--- src/rtl/fbdiv_pkg.sv ---
package fbdiv_pkg;

  // Default field widths of the divide setting.
  localparam int unsigned DEF_A_W = 5;
  localparam int unsigned DEF_B_W = 10;

  // Prescaler modulus selection.
  typedef enum logic {
    MOD_LO = 1'b0,   // divide by 2**A_W
    MOD_HI = 1'b1    // divide by 2**A_W + 1
  } modsel_e;

endpackage

--- src/rtl/fbdiv_setting.sv ---
module fbdiv_setting
  import fbdiv_pkg::*;
#(
  parameter int unsigned A_W = DEF_A_W,
  parameter int unsigned B_W = DEF_B_W
) (
  input  logic           clk,
  input  logic           rst_n,
  input  logic           load,
  input  logic [A_W-1:0] a_in,
  input  logic [B_W-1:0] b_in,
  output logic [A_W-1:0] a_nxt,
  output logic [A_W-1:0] a_eff,
  output logic [B_W-1:0] b_eff,
  output logic           err_q
);

  logic [B_W-1:0] b_nz;
  logic [B_W-1:0] a_wide;
  logic           a_over;
  logic           b_zero;

  // Legalise the raw setting: B of zero becomes 1, A larger than B is cut to B.
  always_comb begin
    b_zero = (b_in == '0);
    b_nz   = b_zero ? B_W'(1) : b_in;
    a_wide = B_W'(a_in);
    a_over = (a_wide > b_nz);
    a_nxt  = a_over ? b_nz[A_W-1:0] : a_in;
  end

  // Shadow copy of the setting in force for the current period.
  always_ff @(posedge clk or negedge rst_n) begin
    if (!rst_n) begin
      a_eff <= '0;
      b_eff <= B_W'(1);
      err_q <= 1'b0;
    end else if (load) begin
      a_eff <= a_nxt;
      b_eff <= b_nz;
      err_q <= b_zero | (a_wide > b_in);
    end
  end

  // the swallow count in force never exceeds the main count in force
  p_clamp_r7: assert property (@(posedge clk) disable iff (!rst_n)
    B_W'(a_eff) <= b_eff);

  // the main count in force is never zero
  p_b_nonzero_r8: assert property (@(posedge clk) disable iff (!rst_n)
    b_eff != '0);

endmodule

--- src/rtl/fbdiv_prescaler.sv ---
module fbdiv_prescaler
  import fbdiv_pkg::*;
#(
  parameter int unsigned A_W = DEF_A_W
) (
  input  logic    clk,
  input  logic    rst_n,
  input  logic    hold,
  input  modsel_e modsel,
  output logic    tick
);

  localparam int unsigned           PSC_W  = A_W + 1;
  localparam logic [PSC_W-1:0]      BASE   = PSC_W'(1 << A_W);
  localparam logic [PSC_W-1:0]      BASE_M1 = BASE - PSC_W'(1);

  logic [PSC_W-1:0] cnt;
  logic [PSC_W-1:0] term;

  always_comb begin
    term = BASE_M1 + PSC_W'(modsel == MOD_HI);
    tick = (cnt == term);
  end

  always_ff @(posedge clk or negedge rst_n) begin
    if (!rst_n)      cnt <= '0;
    else if (hold)   cnt <= '0;
    else if (tick)   cnt <= '0;
    else             cnt <= cnt + PSC_W'(1);
  end

  // the prescaler phase never passes the high modulus terminal value
  p_psc_range_r2: assert property (@(posedge clk) disable iff (!rst_n)
    cnt <= BASE);

  // a held prescaler restarts from phase zero
  p_psc_hold_r5: assert property (@(posedge clk) disable iff (!rst_n)
    hold |=> cnt == '0);

endmodule

--- src/rtl/fbdiv_swallow.sv ---
module fbdiv_swallow
  import fbdiv_pkg::*;
#(
  parameter int unsigned A_W = DEF_A_W
) (
  input  logic           clk,
  input  logic           rst_n,
  input  logic           load,
  input  logic [A_W-1:0] a_ld,
  input  logic           tick,
  output modsel_e        modsel
);

  logic [A_W-1:0] cnt;

  // High modulus while swallow cycles remain in this period.
  always_comb modsel = (cnt != '0) ? MOD_HI : MOD_LO;

  always_ff @(posedge clk or negedge rst_n) begin
    if (!rst_n)                    cnt <= '0;
    else if (load)                 cnt <= a_ld;
    else if (tick && cnt != '0)    cnt <= cnt - A_W'(1);
  end

  // outside a reload the swallow count moves only on a prescaler tick
  p_swallow_hold_r4: assert property (@(posedge clk) disable iff (!rst_n)
    (!load && !tick) |=> $stable(cnt));

endmodule

--- src/rtl/fbdiv_main.sv ---
module fbdiv_main
  import fbdiv_pkg::*;
#(
  parameter int unsigned B_W = DEF_B_W
) (
  input  logic           clk,
  input  logic           rst_n,
  input  logic           clear,
  input  logic           tick,
  input  logic [B_W-1:0] b_eff,
  output logic           last
);

  logic [B_W-1:0] cnt;

  always_comb last = (cnt == b_eff - B_W'(1));

  always_ff @(posedge clk or negedge rst_n) begin
    if (!rst_n)      cnt <= '0;
    else if (clear)  cnt <= '0;
    else if (tick)   cnt <= cnt + B_W'(1);
  end

  // the main count stays below the main value in force
  p_b_bound_r1: assert property (@(posedge clk) disable iff (!rst_n)
    cnt < b_eff);

endmodule

--- src/rtl/fbdiv_pswallow.sv ---
module fbdiv_pswallow
  import fbdiv_pkg::*;
#(
  parameter int unsigned A_W = DEF_A_W,
  parameter int unsigned B_W = DEF_B_W
) (
  input  logic           clk,
  input  logic           rst_n,
  input  logic           srst,
  input  logic           pwr_dn,
  input  logic [A_W-1:0] swallow_a,
  input  logic [B_W-1:0] main_b,
  output logic           div_pulse,
  output logic           cfg_err
);

  logic           armed;
  logic           hold;
  logic           tick;
  logic           b_last;
  logic           period_end;
  logic           reload;
  modsel_e        modsel;
  logic [A_W-1:0] a_nxt;
  logic [A_W-1:0] a_eff;
  logic [B_W-1:0] b_eff;

  // First clock after reset only loads the setting.
  always_ff @(posedge clk or negedge rst_n) begin
    if (!rst_n) armed <= 1'b0;
    else        armed <= 1'b1;
  end

  always_comb begin
    hold       = srst | pwr_dn | !armed;
    period_end = tick & b_last;
    reload     = hold | period_end;
  end

  fbdiv_setting #(.A_W(A_W), .B_W(B_W)) u_setting (
    .clk   (clk),
    .rst_n (rst_n),
    .load  (reload),
    .a_in  (swallow_a),
    .b_in  (main_b),
    .a_nxt (a_nxt),
    .a_eff (a_eff),
    .b_eff (b_eff),
    .err_q (cfg_err)
  );

  fbdiv_prescaler #(.A_W(A_W)) u_psc (
    .clk    (clk),
    .rst_n  (rst_n),
    .hold   (hold),
    .modsel (modsel),
    .tick   (tick)
  );

  fbdiv_swallow #(.A_W(A_W)) u_swallow (
    .clk    (clk),
    .rst_n  (rst_n),
    .load   (reload),
    .a_ld   (a_nxt),
    .tick   (tick),
    .modsel (modsel)
  );

  fbdiv_main #(.B_W(B_W)) u_main (
    .clk   (clk),
    .rst_n (rst_n),
    .clear (reload),
    .tick  (tick),
    .b_eff (b_eff),
    .last  (b_last)
  );

  always_ff @(posedge clk or negedge rst_n) begin
    if (!rst_n) div_pulse <= 1'b0;
    else        div_pulse <= period_end & !hold;
  end

  // the output pulse never lasts two cycles
  p_one_wide_r3: assert property (@(posedge clk) disable iff (!rst_n)
    div_pulse |=> !div_pulse);

  // power-down silences the output on the next cycle
  p_pd_quiet_r5: assert property (@(posedge clk) disable iff (!rst_n)
    pwr_dn |=> !div_pulse);

  // a reset request silences the output on the next cycle
  p_srst_quiet_r6: assert property (@(posedge clk) disable iff (!rst_n)
    srst |=> !div_pulse);

  // the swallow value in force is used as given unless it was clamped
  p_a_kept_r2: assert property (@(posedge clk) disable iff (!rst_n)
    !cfg_err |-> B_W'(a_eff) <= b_eff);

endmodule

--- config.mk ---
export PLATFORM = sky130hd
export DESIGN_NAME = fbdiv_pswallow
export DESIGN_NICKNAME = d
export VERILOG_FILES = /design/src/rtl/fbdiv_pkg.sv /design/src/rtl/fbdiv_setting.sv /design/src/rtl/fbdiv_prescaler.sv /design/src/rtl/fbdiv_swallow.sv /design/src/rtl/fbdiv_main.sv /design/src/rtl/fbdiv_pswallow.sv
export SDC_FILE = /design/constraint.sdc
export NUM_CORES = 1
export LEC_CHECK = 0
export BUFFER_PORTS_ARGS = -buffer_cell sky130_fd_sc_hd__buf_4
export CAP_MARGIN = 20
export CORE_AREA = 3 3 63 76
export DETAILED_ROUTE_END_ITERATION = 10
export DIE_AREA = 0 0 66 79
export PLACE_DENSITY = 0.72
export SLEW_MARGIN = 0
export SYNTH_ARGS = -nofsm -noshare
export SYNTH_HDL_FRONTEND = slang
export SYNTH_SLANG_ARGS = --single-unit
--- constraint.sdc ---
create_clock -name clk -period 7.3 [get_ports clk]
set_clock_uncertainty 0.15 [all_clocks]
set_input_delay 0.365 -clock clk [delete_from_list [all_inputs] [get_ports clk]]
set_output_delay 0.365 -clock clk [all_outputs]
set_load 0.02 [all_outputs]
After elaboration in Yosys (flattened, before gate mapping)
Cells that the tools add are included.

cells by class
  magnitude comparators = 2
  add/sub/neg operators = 5
  equality and inequality tests = 2
  multiplexer cells = 9
  bitwise logic cells = 6
  reduce and logical (&&, ||, !) cells = 7

operators by type and width
  cell                   count
  $mux 10                3
  $gt 5x10->1            2
  $mux 5                 3
  $mux 6                 2
  $add 10x1->10 const B  1
  $eq 10x10->1           1
  $logic_not 10->1       1
  $sub 10x1->10 const B  1
  $add 5x1->6 const A    1
  $add 6x1->6 const B    1
  $eq 6x6->1             1
  $reduce_bool 5->1      1
  $sub 5x1->5 const B    1
  $or 1x1->1             4
  $reduce_bool 2->1      2
  $and 1x1->1            2
  $logic_not 1->1        2
  $logic_and 1x1->1      1
  $mux 1                 1

storage, ports and cells
  input bits = 19
  output and inout port bits = 2
  register bits = 34
  logic and storage cells = 38

Depth between registers and ports, before layout
Gate-level depths: netlist of run 1.

  depth after elaboration = 7
  gate-level depth with buffers = 10
  gate-level depth less buffers = 10

Hierarchy
From an unflattened synthesis of run 1, not the netlist that was laid out.

second synthesis, totals
  cells, all modules = 259
  area total of the unflattened synthesis = 2646.3 sq um

by module, submodules not included
  module           cells each  seq. area each (sq um)  area an instance (sq um)  instances
  fbdiv_setting    99          401.6                   1129.8                    1
  fbdiv_main       92          250.2                   809.5                     1
  fbdiv_prescaler  29          150.1                   327.8                     1
  fbdiv_swallow    32          125.1                   292.8                     1
  fbdiv_pswallow   7           50.0                    86.3                      1

Worst setup path before layout of run 1
No wires, ideal clock.

  kind = flip-flop to flip-flop
  start point = register u_setting.b_eff[1]
  end point = register u_setting.b_eff[4]
  data arrival time = 2511 ps
  clock period less this slack = 2786 ps
  required time = 7025 ps
  library setup time = 125 ps
  stages on the path, launching flop included = 10
  setup slack = 4514 ps
  cell sequence = dfrtp_1 inv_1 ha_1 or4b_4 or3_1 a22oi_2 nand4_2 o21ai_4 buf_8 mux2_4

between the ends
  cells in the longest elaborated chain, start to end = 4

ends and longest elaborated chain
  element                 line                  RTL
  start, declared         fbdiv_setting.sv:14   output logic [B_W-1:0] b_eff,
  start signal, assigned  fbdiv_setting.sv:40   b_eff <= b_nz;
  $sub 10x1->10           fbdiv_main.sv:16      always_comb last = (cnt == b_eff - B_W'(1));
  $eq 10x10->1            fbdiv_main.sv:16
  $and 1x1->1             fbdiv_pswallow.sv:36  period_end = tick & b_last;
  $or 1x1->1              fbdiv_pswallow.sv:37  reload = hold | period_end;

Every way passes these cells.
A chain may end at the register's enable or synchronous reset.

Final worst setup path of run 1
  start point = register u_setting.b_eff[1]
  end point = register u_setting.b_eff[2]

Same word-level chain as after synthesis.

==> results of run 1 <==
[flip-flops by register name (all words and copies together) (netlist names)]
| register | count |
|---|---|
| armed | 1 |
| u_psc.cnt | 6 |
| u_swallow.cnt | 5 |
| u_setting.b_eff | 10 |
| div_pulse | 1 |
| u_setting.err_q | 1 |
| u_main.cnt | 10 |
[cells by family (layout without fill, tap and decap cells)]
family / after synthesis / in the layout / share of synthesized area [%]
AOI/OAI and AO/OA: 24 / 24 / 7.86
xor gates and xnor gates: 28 / 28 / 10.9
adders and majority gates: 14 / 14 / 7.80
buffers and inverters: 20 / 43 / 4.01
DFF: 34 / 34 / 38.0
muxes: 21 / 21 / 10.8
other: 1 / 1 / 0.167
and+or+nand+nor: 87 / 87 / 20.5
[worst max-delay path, cell delays in order, from the launching register on]
cell and delay (ps):
dfrtp_1 390, inv_1 80, ha_1 220, or4b_4 510, or3_1 390, a22oi_2 170
nand4_2 150, o21ai_4 710, mux2_2 410
[through the flow]
step           util [%]  instance area [µm²]
6_report           62.4                 2520
5_1_grt            62.4                 2520
4_1_cts            62.4                 2520
3_5_place_dp       60.2                 2430
3_3_place_gp       60.2                 2430
2_1_floorplan         -                 2240
[worst max path at each step]
stage	to	cells after the start
after floorplan	u_setting.b_eff[4]	9
after global placement	u_setting.err_q	8
after detailed placement	u_setting.err_q	8
after CTS	u_setting.b_eff[2]	8
after global routing	u_setting.b_eff[3]	8
final	u_setting.b_eff[2]	8
[per-layer routing]
metal | track usage [%] | vias up | share of wire (%)
met5 | 0 | - | 0
met4 | 7.52 | 0 | 1.7
met3 | 5.09 | 8 | 4.0
met2 | 32.7 | 42 | 50
met1 | 25.3 | 820 | 45
li1 | - | 853 | -
[cells in the mapped netlist]
cell,n
a211oi_1,1
a21boi_0,1
a21oi_1,6
a22oi_2,1
a311oi_2,1
a31o_2,2
a31oi_1,3
a41o_1,1
and2_1,1
and3_1,4
and3b_1,1
and4_1,1
buf_4,1
buf_8,1
clkbuf_1,3
conb_1,1
dfrtp_1,33
dfstp_2,1
ha_1,14
inv_1,15
mux2_2,5
mux2_4,5
mux2i_1,11
nand2_1,10
nand3_1,12
nand4_1,4
nand4_2,1
nand4b_1,2
nor2_1,27
nor2b_1,4
nor3_1,8
nor3b_1,2
nor4_1,3
nor4b_1,2
o211ai_1,1
o21ai_0,5
o21ai_4,1
o41ai_1,1
or3_1,2
or4_1,2
or4b_4,1
xnor2_1,19
xor2_1,9
[final cells by class]
| cell class | instances | share of cell area [%] |
|---|---|---|
| clock inverter | 2 | 0.398 |
| inverter | 15 | 2.24 |
| tap | 54 | 2.68 |
| timing repair buffer | 21 | 6.36 |
| multi-input combinational | 175 | 51.7 |
| sequential | 34 | 33.8 |
| clock buffer | 5 | 2.73 |
[power by group through the flow]
stage	Combinational [W]	Sequential (W)	Clock [W]
floorplan	0.0000399	0.000205	0
detailed placement	0.0000599	0.000207	0
CTS	0.0000608	0.000204	0.000132
global route	0.0000679	0.000205	0.000142
finish	0.0000599	0.000204	0.000130
global placement	0.0000584	0.000207	0
==> impl_metrics.json, run 1 <==
{
  "status": "completed",
  "setup_slack_ps": 4000,
  "clk_latency_ps": 290,
  "p_per_area_nw_per_um2": 157,
  "cts.sinks": 34,
  "hold_depth": 2,
  "p_leak_nw": 1.19,
  "synthToLayoutAreaGrowth_pct": 12.2,
  "yosysUniqueCellTypes": 43,
  "synth_top_area_share_pct": 36.8,
  "syn_area_per_cell_um2": 9.80,
  "die_area_um2": 5210,
  "grt_pass1_wl_um": 8110,
  "num-nets-final": 285,
  "grt_setup_unrepaired": "no",
  "finalSetupViolations": 0,
  "wl_per_cell_um": 14.7,
  "worst-r2r-setup-slack_ps": 4000,
  "grt_max_degree": 35,
  "maxCapViolCount": 0,
  "hold_path.class": "input port to flip-flop",
  "die_h_um": 79,
  "ir_drop_mv": 0.0910,
  "drt-initial-drc-count": 92,
  "grt_pass1_vias": 1723,
  "placed_cells": 298,
  "netSwitchingFraction_pct": 26.7,
  "layout_common_cells": "33 x dfrtp_1, 27 x nor2_1, 20 x buf_4, 19 x xnor2_1, 15 x inv_1",
  "hold_buffers": 1,
  "ys_warn_count": 0,
  "firstDrtPassIters": 4,
  "drv_slew": 0,
  "cp-start-kind": "flip-flop",
  "initial_core_util_pct": 55.6,
  "power_frac_seq_pct": 51.7,
  "timing.fmax_ghz": 0.303,
  "critPathKind": "flip-flop to flip-flop",
  "synth_cells": 229,
  "syn_area_um2": 2240,
  "synth_seq_cells": 34,
  "cellInternalPower_w": 0.000289,
  "cts.clk_slew.worst_paths_ps": 70,
  "synth.top_cells.by_area": "dfrtp_1 37%, ha_1 7.8%, xnor2_1 7.4%, mux2i_1 4.9%, nor2_1 4.5%",
  "numPortBuffers": 20,
  "track_usage_pct": 20.0,
  "cp.required_ps": 7320,
  "gp_congestion": 0.777,
  "hpwl_um": 3420,
  "regArea_um2": 852,
  "power_frac_clock_pct": 33.1,
  "core_area_um2": 4040,
  "layout_commonest_cell": "dfrtp_1",
  "r2r-end": "u_setting.b_eff[2]",
  "ant_nets": 0,
  "tightest_slew_ps": 869,
  "crit_path_end_kind": "flip-flop",
  "htreeDepth": 2,
  "cts.repair.resized": 0,
  "die_x_um": 66,
  "clockBufferDepth": 2,
  "power.switching_w": 0.000105,
  "p_comb_share_pct": 15.2,
  "dp_slack_ps": 4010,
  "wl_um": 4500,
  "final.setup.tns_ps": 0,
  "vias_per_cell": 5.63,
  "syn_nets": 262,
  "r2r_cells": 8,
  "min_to": "u_setting.b_eff[8]",
  "grt-ovfl-total": 0,
  "relSlewSlack_pct": 41.9,
  "power_w": 0.000394,
  "placementRows": 25,
  "final_cells": 306,
  "num-fill-cells": 359,
  "ys_seq_area_share_pct": 38.0,
  "cts_buffers": 5,
  "root_buffer": "clkbuf_8",
  "r2r-start": "u_setting.b_eff[1]",
  "cts_tree": "done",
  "multi_input_area_um2": 1300,
  "drc": 0,
  "period_share_pct": 45.2,
  "cts_setup_buffers": 0,
  "drive_above_1_share_pct": 17.9,
  "fin_crit_ps": 3300,
  "hp-start": "main_b[8]",
  "hold_violations": 0,
  "cp.arrival_ps": 3320,
  "worst_hold_slack_ps": 163,
  "cp_max_fo": 25,
  "vias": 1723,
  "worstSetupStartpoint": "u_setting.b_eff[1]",
  "antenna_cells": 0,
  "ios": 21,
  "yosysTopAreaCell": "dfrtp_1",
  "antenna_found_initial": 0
}
No activity file was read; power rests on OpenSTA's default activity.
==> run 2: changes to the inputs <==
Clock period 7.3 ns to 3.1 ns, I/O delays scaled along.
==> impl_metrics.json, run 2 (synthesized netlist as in run 1, its figures left out) <==
{
  "root_buffer": "clkbuf_8",
  "grtUsageMet1_pct": 22.8,
  "layout_common_cells": "33 x dfrtp_1, 27 x nor2_1, 22 x buf_4, 19 x xnor2_1, 15 x inv_1",
  "grt-ovfl-total": 0,
  "die_area_um2": 5210,
  "maxCapViolCount": 0,
  "r2r_cells": 9,
  "ir_drop_mv": 0.213,
  "wl_um": 4510,
  "power_frac_seq_pct": 49.9,
  "gr-usage-met3_pct": 4.67,
  "final.setup.tns_ps": 0,
  "antenna_found_initial": 0,
  "max_stage_delay_ps": 500,
  "vias": 1736,
  "status": "completed",
  "layout_commonest_cell": "dfrtp_1",
  "cp.arrival_ps": 2970,
  "hold_path.class": "input port to flip-flop",
  "die_h_um": 79,
  "power_frac_clock_pct": 34.5,
  "cts.clk_slew.worst_paths_ps": 70,
  "drt-initial-drc-count": 56,
  "cts.repair.resized": 0,
  "crit_slowest_cell": "or4b_4",
  "top_usage_layer": "met2",
  "crit_path_end_kind": "flip-flop",
  "placementRows": 25,
  "drv_slew": 0,
  "firstDrtPassIters": 5,
  "synthToLayoutAreaGrowth_pct": 16.9,
  "grt_max_degree": 35,
  "worst-r2r-setup-slack_ps": 150,
  "critical-path-top-delay-family": "simple AND/OR/NAND/NOR gates",
  "grt_pass1_wl_um": 7840,
  "timing.fmax_ghz": 0.339,
  "cp-start-kind": "flip-flop",
  "cts_buffers": 5,
  "num-nets-final": 294,
  "clk_latency_ps": 280,
  "hold_depth": 2,
  "initial_core_util_pct": 55.6,
  "drc": 0,
  "cellInternalPower_w": 0.000718,
  "cts_setup_buffers": 0,
  "hpwl_um": 3380,
  "cts.sinks": 34,
  "antenna_cells": 0,
  "clockBufferDepth": 2,
  "multi_input_area_um2": 1300,
  "grt_pass1_vias": 1731,
  "tightest_slew_ps": 505,
  "core_area_um2": 4040,
  "dp_slack_ps": 196,
  "ant_nets": 0,
  "netSwitchingFraction_pct": 25.3,
  "period_share_pct": 95.2,
  "top_regs": "u_main.cnt (10), u_setting.b_eff (10), u_psc.cnt (6)",
  "regArea_um2": 852,
  "hold_violations": 0,
  "grt_setup_unrepaired": "no",
  "finalSetupViolations": 0,
  "num-fill-cells": 341,
  "htreeDepth": 2,
  "critPathKind": "flip-flop to flip-flop",
  "power.switching_w": 0.000243,
  "grt_use_met2_pct": 33.9,
  "r2r-start": "u_setting.b_eff[1]",
  "drive_above_1_share_pct": 17.9,
  "die_x_um": 66,
  "hp-start": "main_b[3]",
  "p_comb_share_pct": 15.6,
  "wl_per_cell_um": 14.3,
  "cts_tree": "done",
  "cp.required_ps": 3120,
  "setup_slack_ps": 148,
  "relSlewSlack_pct": 66.1,
  "ios": 21,
  "vias_per_cell": 5.49,
  "p_per_area_nw_per_um2": 366,
  "track_usage_pct": 19.6,
  "p_leak_nw": 1.24,
  "crit_chain": "inv_1 -> ha_1 -> or4b_4 -> or3_1 -> a22oi_2 -> nand4_2 -> o21ai_4 -> buf_12 -> mux2_2",
  "numPortBuffers": 20,
  "cp.buffers_inverters": 2,
  "r2r-end": "u_setting.b_eff[2]",
  "fin_crit_ps": 2950,
  "min_to": "u_setting.b_eff[3]",
  "gp_congestion": 0.804,
  "cp_max_fo": 25
}
[run 2: power by group through the flow]
| stage | Sequential, W | Clock [W] | Combinational [W] |
|---|---|---|---|
| after floorplan | 0.000482 | 0 | 0.0000940 |
| after detailed placement | 0.000488 | 0 | 0.000143 |
| final | 0.000480 | 0.000331 | 0.000150 |
| after global routing | 0.000483 | 0.000360 | 0.000169 |
| after CTS | 0.000480 | 0.000339 | 0.000151 |
| after global placement | 0.000487 | 0 | 0.000140 |
[run 2: worst max-delay path by stage]
stage,from,end,slack [ps],depth (start not counted)
finish,u_setting.b_eff[1],u_setting.b_eff[2],150,9
global route,u_setting.b_eff[1],u_setting.err_q,10,9
CTS,u_setting.b_eff[1],u_setting.b_eff[2],140,9
detailed placement,u_setting.b_eff[1],u_setting.b_eff[2],200,9
global placement,u_setting.b_eff[1],u_setting.err_q,270,9
floorplan,u_setting.b_eff[1],u_setting.b_eff[4],310,9
[run 2: cell type report]
class	count	area share [%]
clock buffers	8	3.43
inverters	15	2.15
multi-input cells	175	49.6
flip-flops and latches	34	32.5
well taps	54	2.58
repair buffers	30	9.73
[run 2: repair_timing]
| item | in CTS | in global routing |
|---|---|---|
| endpoints found under the hold margin | 40 | 0 |
| hold buffers | 7 | 0 |
| endpoints found under the setup margin | 0 | 0 |
[run 2: per-layer routing]
layer  part of all wire [%]  vias up  wire length (µm)
li1                       -      873                 -
met1                     42      813              1900
met2                     51       38              2300
met3                    4.1       12               185
met4                    2.8        0               126
met5                      0        -                 0
[run 2: through the flow]
stage | instances | hold WS (ps) | power [W] | area, µm² | utilization (%)
final | 316 | 5.61 | 0.000961 | 2620 | 65.0
after global routing | 316 | 15.7 | 0.00101 | 2620 | 65.0
after CTS | 316 | 1.38 | 0.000970 | 2620 | 65.0
after detailed placement | 301 | -23.7 | 0.000631 | 2460 | 61.1
after global placement | 301 | -30.3 | 0.000627 | 2460 | 61.1
after floorplan | 229 | -291 | 0.000576 | 2240 | -
==> run 3: changes to the inputs <==
Settings changed: PLACE_DENSITY 0.72 to default, PLACE_DENSITY_LB_ADDON from default to 0.2.
==> impl_metrics.json, run 3 (synthesized netlist as in run 1, its figures left out) <==
{
  "status": "completed",
  "crit_slowest_cell": "or4b_4",
  "grt_max_degree": 35,
  "die_x_um": 66,
  "num-nets-final": 294,
  "timing.fmax_ghz": 0.346,
  "vias": 1701,
  "grt_pass1_wl_um": 7670,
  "cp-start-kind": "flip-flop",
  "cts.clk_slew.worst_paths_ps": 60,
  "fin_crit_ps": 2890,
  "p_leak_nw": 1.24,
  "die_area_um2": 5210,
  "power_frac_clock_pct": 34.9,
  "grt-ovfl-total": 0,
  "cts.sinks": 34,
  "vias_per_cell": 5.38,
  "layout_commonest_cell": "dfrtp_1",
  "clk_latency_ps": 280,
  "synthToLayoutAreaGrowth_pct": 17.1,
  "hold_violations": 0,
  "cts_tree": "done",
  "hold_path.class": "input port to flip-flop",
  "final_util_pct": 65.1,
  "grt_pass1_vias": 1641,
  "cp.buffers_inverters": 2,
  "num-fill-cells": 338,
  "track_usage_pct": 19.7,
  "layout_common_cells": "33 x dfrtp_1, 27 x nor2_1, 22 x buf_4, 19 x xnor2_1, 15 x inv_1",
  "grt_setup_unrepaired": "no",
  "max_stage_delay_ps": 500,
  "die_h_um": 79,
  "p_per_area_nw_per_um2": 368,
  "wl_per_cell_um": 14.2,
  "initial_core_util_pct": 55.6,
  "placementRows": 25,
  "cts_buffers": 5,
  "crit_chain": "inv_1 -> ha_1 -> or4b_4 -> or3_1 -> a22oi_2 -> nand4_2 -> o21ai_4 -> buf_12 -> mux2_2",
  "power.switching_w": 0.000252,
  "clockBufferDepth": 2,
  "cp.arrival_ps": 2900,
  "top_regs": "u_main.cnt (10), u_setting.b_eff (10), u_psc.cnt (6)",
  "drive_above_1_share_pct": 18.7,
  "crit_path_end_kind": "flip-flop",
  "numPortBuffers": 20,
  "ir_drop_mv": 0.202,
  "drv_slew": 0,
  "core_area_um2": 4040,
  "drt-initial-drc-count": 74,
  "period_share_pct": 93.1,
  "root_buffer": "clkbuf_8",
  "cp_max_fo": 25,
  "maxCapViolCount": 0,
  "critical-path-top-delay-family": "simple AND/OR/NAND/NOR gates",
  "cp.required_ps": 3110,
  "fin_area_um2": 2630,
  "p_comb_share_pct": 15.5,
  "final.setup.tns_ps": 0,
  "gp_congestion": 0.836,
  "firstDrtPassIters": 4,
  "hpwl_um": 3470,
  "placed_cell_area_um2": 2460,
  "cellInternalPower_w": 0.000715,
  "netSwitchingFraction_pct": 26.0,
  "htreeDepth": 2,
  "drc": 0,
  "ios": 21,
  "critPathKind": "flip-flop to flip-flop",
  "finalSetupViolations": 0,
  "antenna_cells": 0,
  "power_frac_seq_pct": 49.6,
  "ant_nets": 0,
  "antenna_found_initial": 0,
  "wl_um": 4480
}
-- run 3: changes by cell type in the layout (fill, tap and decap cells not counted), sizes merged --
cell	delta
clkbuf	-2
clkinv	+1
clkinvlp	+1
-- run 3: area by class of cell --
cell class,count,area (µm²),share of cell area [%]
inverters,15,56.3,2.14
flip-flops and latches,34,852,32.4
clock buffers,6,82.6,3.14
clock inverters,2,12.5,0.476
well taps,54,67.6,2.57
multi-input cells,175,1300,49.5
repair buffers,30,255,9.71
-- run 3: per-stage QoR --
step | hold WS (ps) | total power [W] | worst slack (ps) | instances
after floorplan | -291 | 0.000576 | 314 | 229
after global placement | -26.7 | 0.000629 | 273 | 301
after detailed placement | -25.4 | 0.000632 | 204 | 301
after CTS | 7.94 | 0.000979 | 204 | 316
after global routing | 9.42 | 0.00101 | 60.8 | 316
final | 14.3 | 0.000967 | 213 | 316
-- run 3: repair_timing --
item | 4_1_cts | 5_1_grt
endpoints found under the setup margin | 0 | 0
hold buffers | 7 | 0
resized for setup | 0 | 0
hold endpoints to repair | 40 | 0
setup buffers | 0 | 0
-- run 3: per-layer routing --
metal  share of wire, %  global-route usage [%]  up-vias
met5                  0                       0        -
met4                3.4                    9.55        0
met3                3.4                    4.38       10
met2                 50                    32.9       34
met1                 43                    23.6      785
li1                   -                       -      872
-- run 3: path summary, 6_finish.rpt --
path | to | from | cells after the start | slack, ps
hold / removal | u_setting.b_eff[2] | main_b[2] | 2 | 10
min in group asynchronous | u_setting.b_eff[5] | rst_n | 2 | 200
max in group asynchronous | u_setting.b_eff[0] | rst_n | 2 | 2260
setup reg to reg | u_setting.b_eff[3] | u_setting.b_eff[1] | 9 | 210
setup / recovery | u_setting.b_eff[3] | u_setting.b_eff[1] | 9 | 210
hold reg to reg | u_psc.cnt[0] | u_psc.cnt[0] | 1 | 370
-- run 3: power groups by stage --
stage / clock network, W / logic [W] / registers, W
after floorplan: 0 / 0.0000940 / 0.000482
after detailed placement: 0 / 0.000144 / 0.000488
after global routing: 0.000358 / 0.000168 / 0.000482
final: 0.000337 / 0.000150 / 0.000480
after CTS: 0.000348 / 0.000151 / 0.000479
after global placement: 0 / 0.000142 / 0.000487
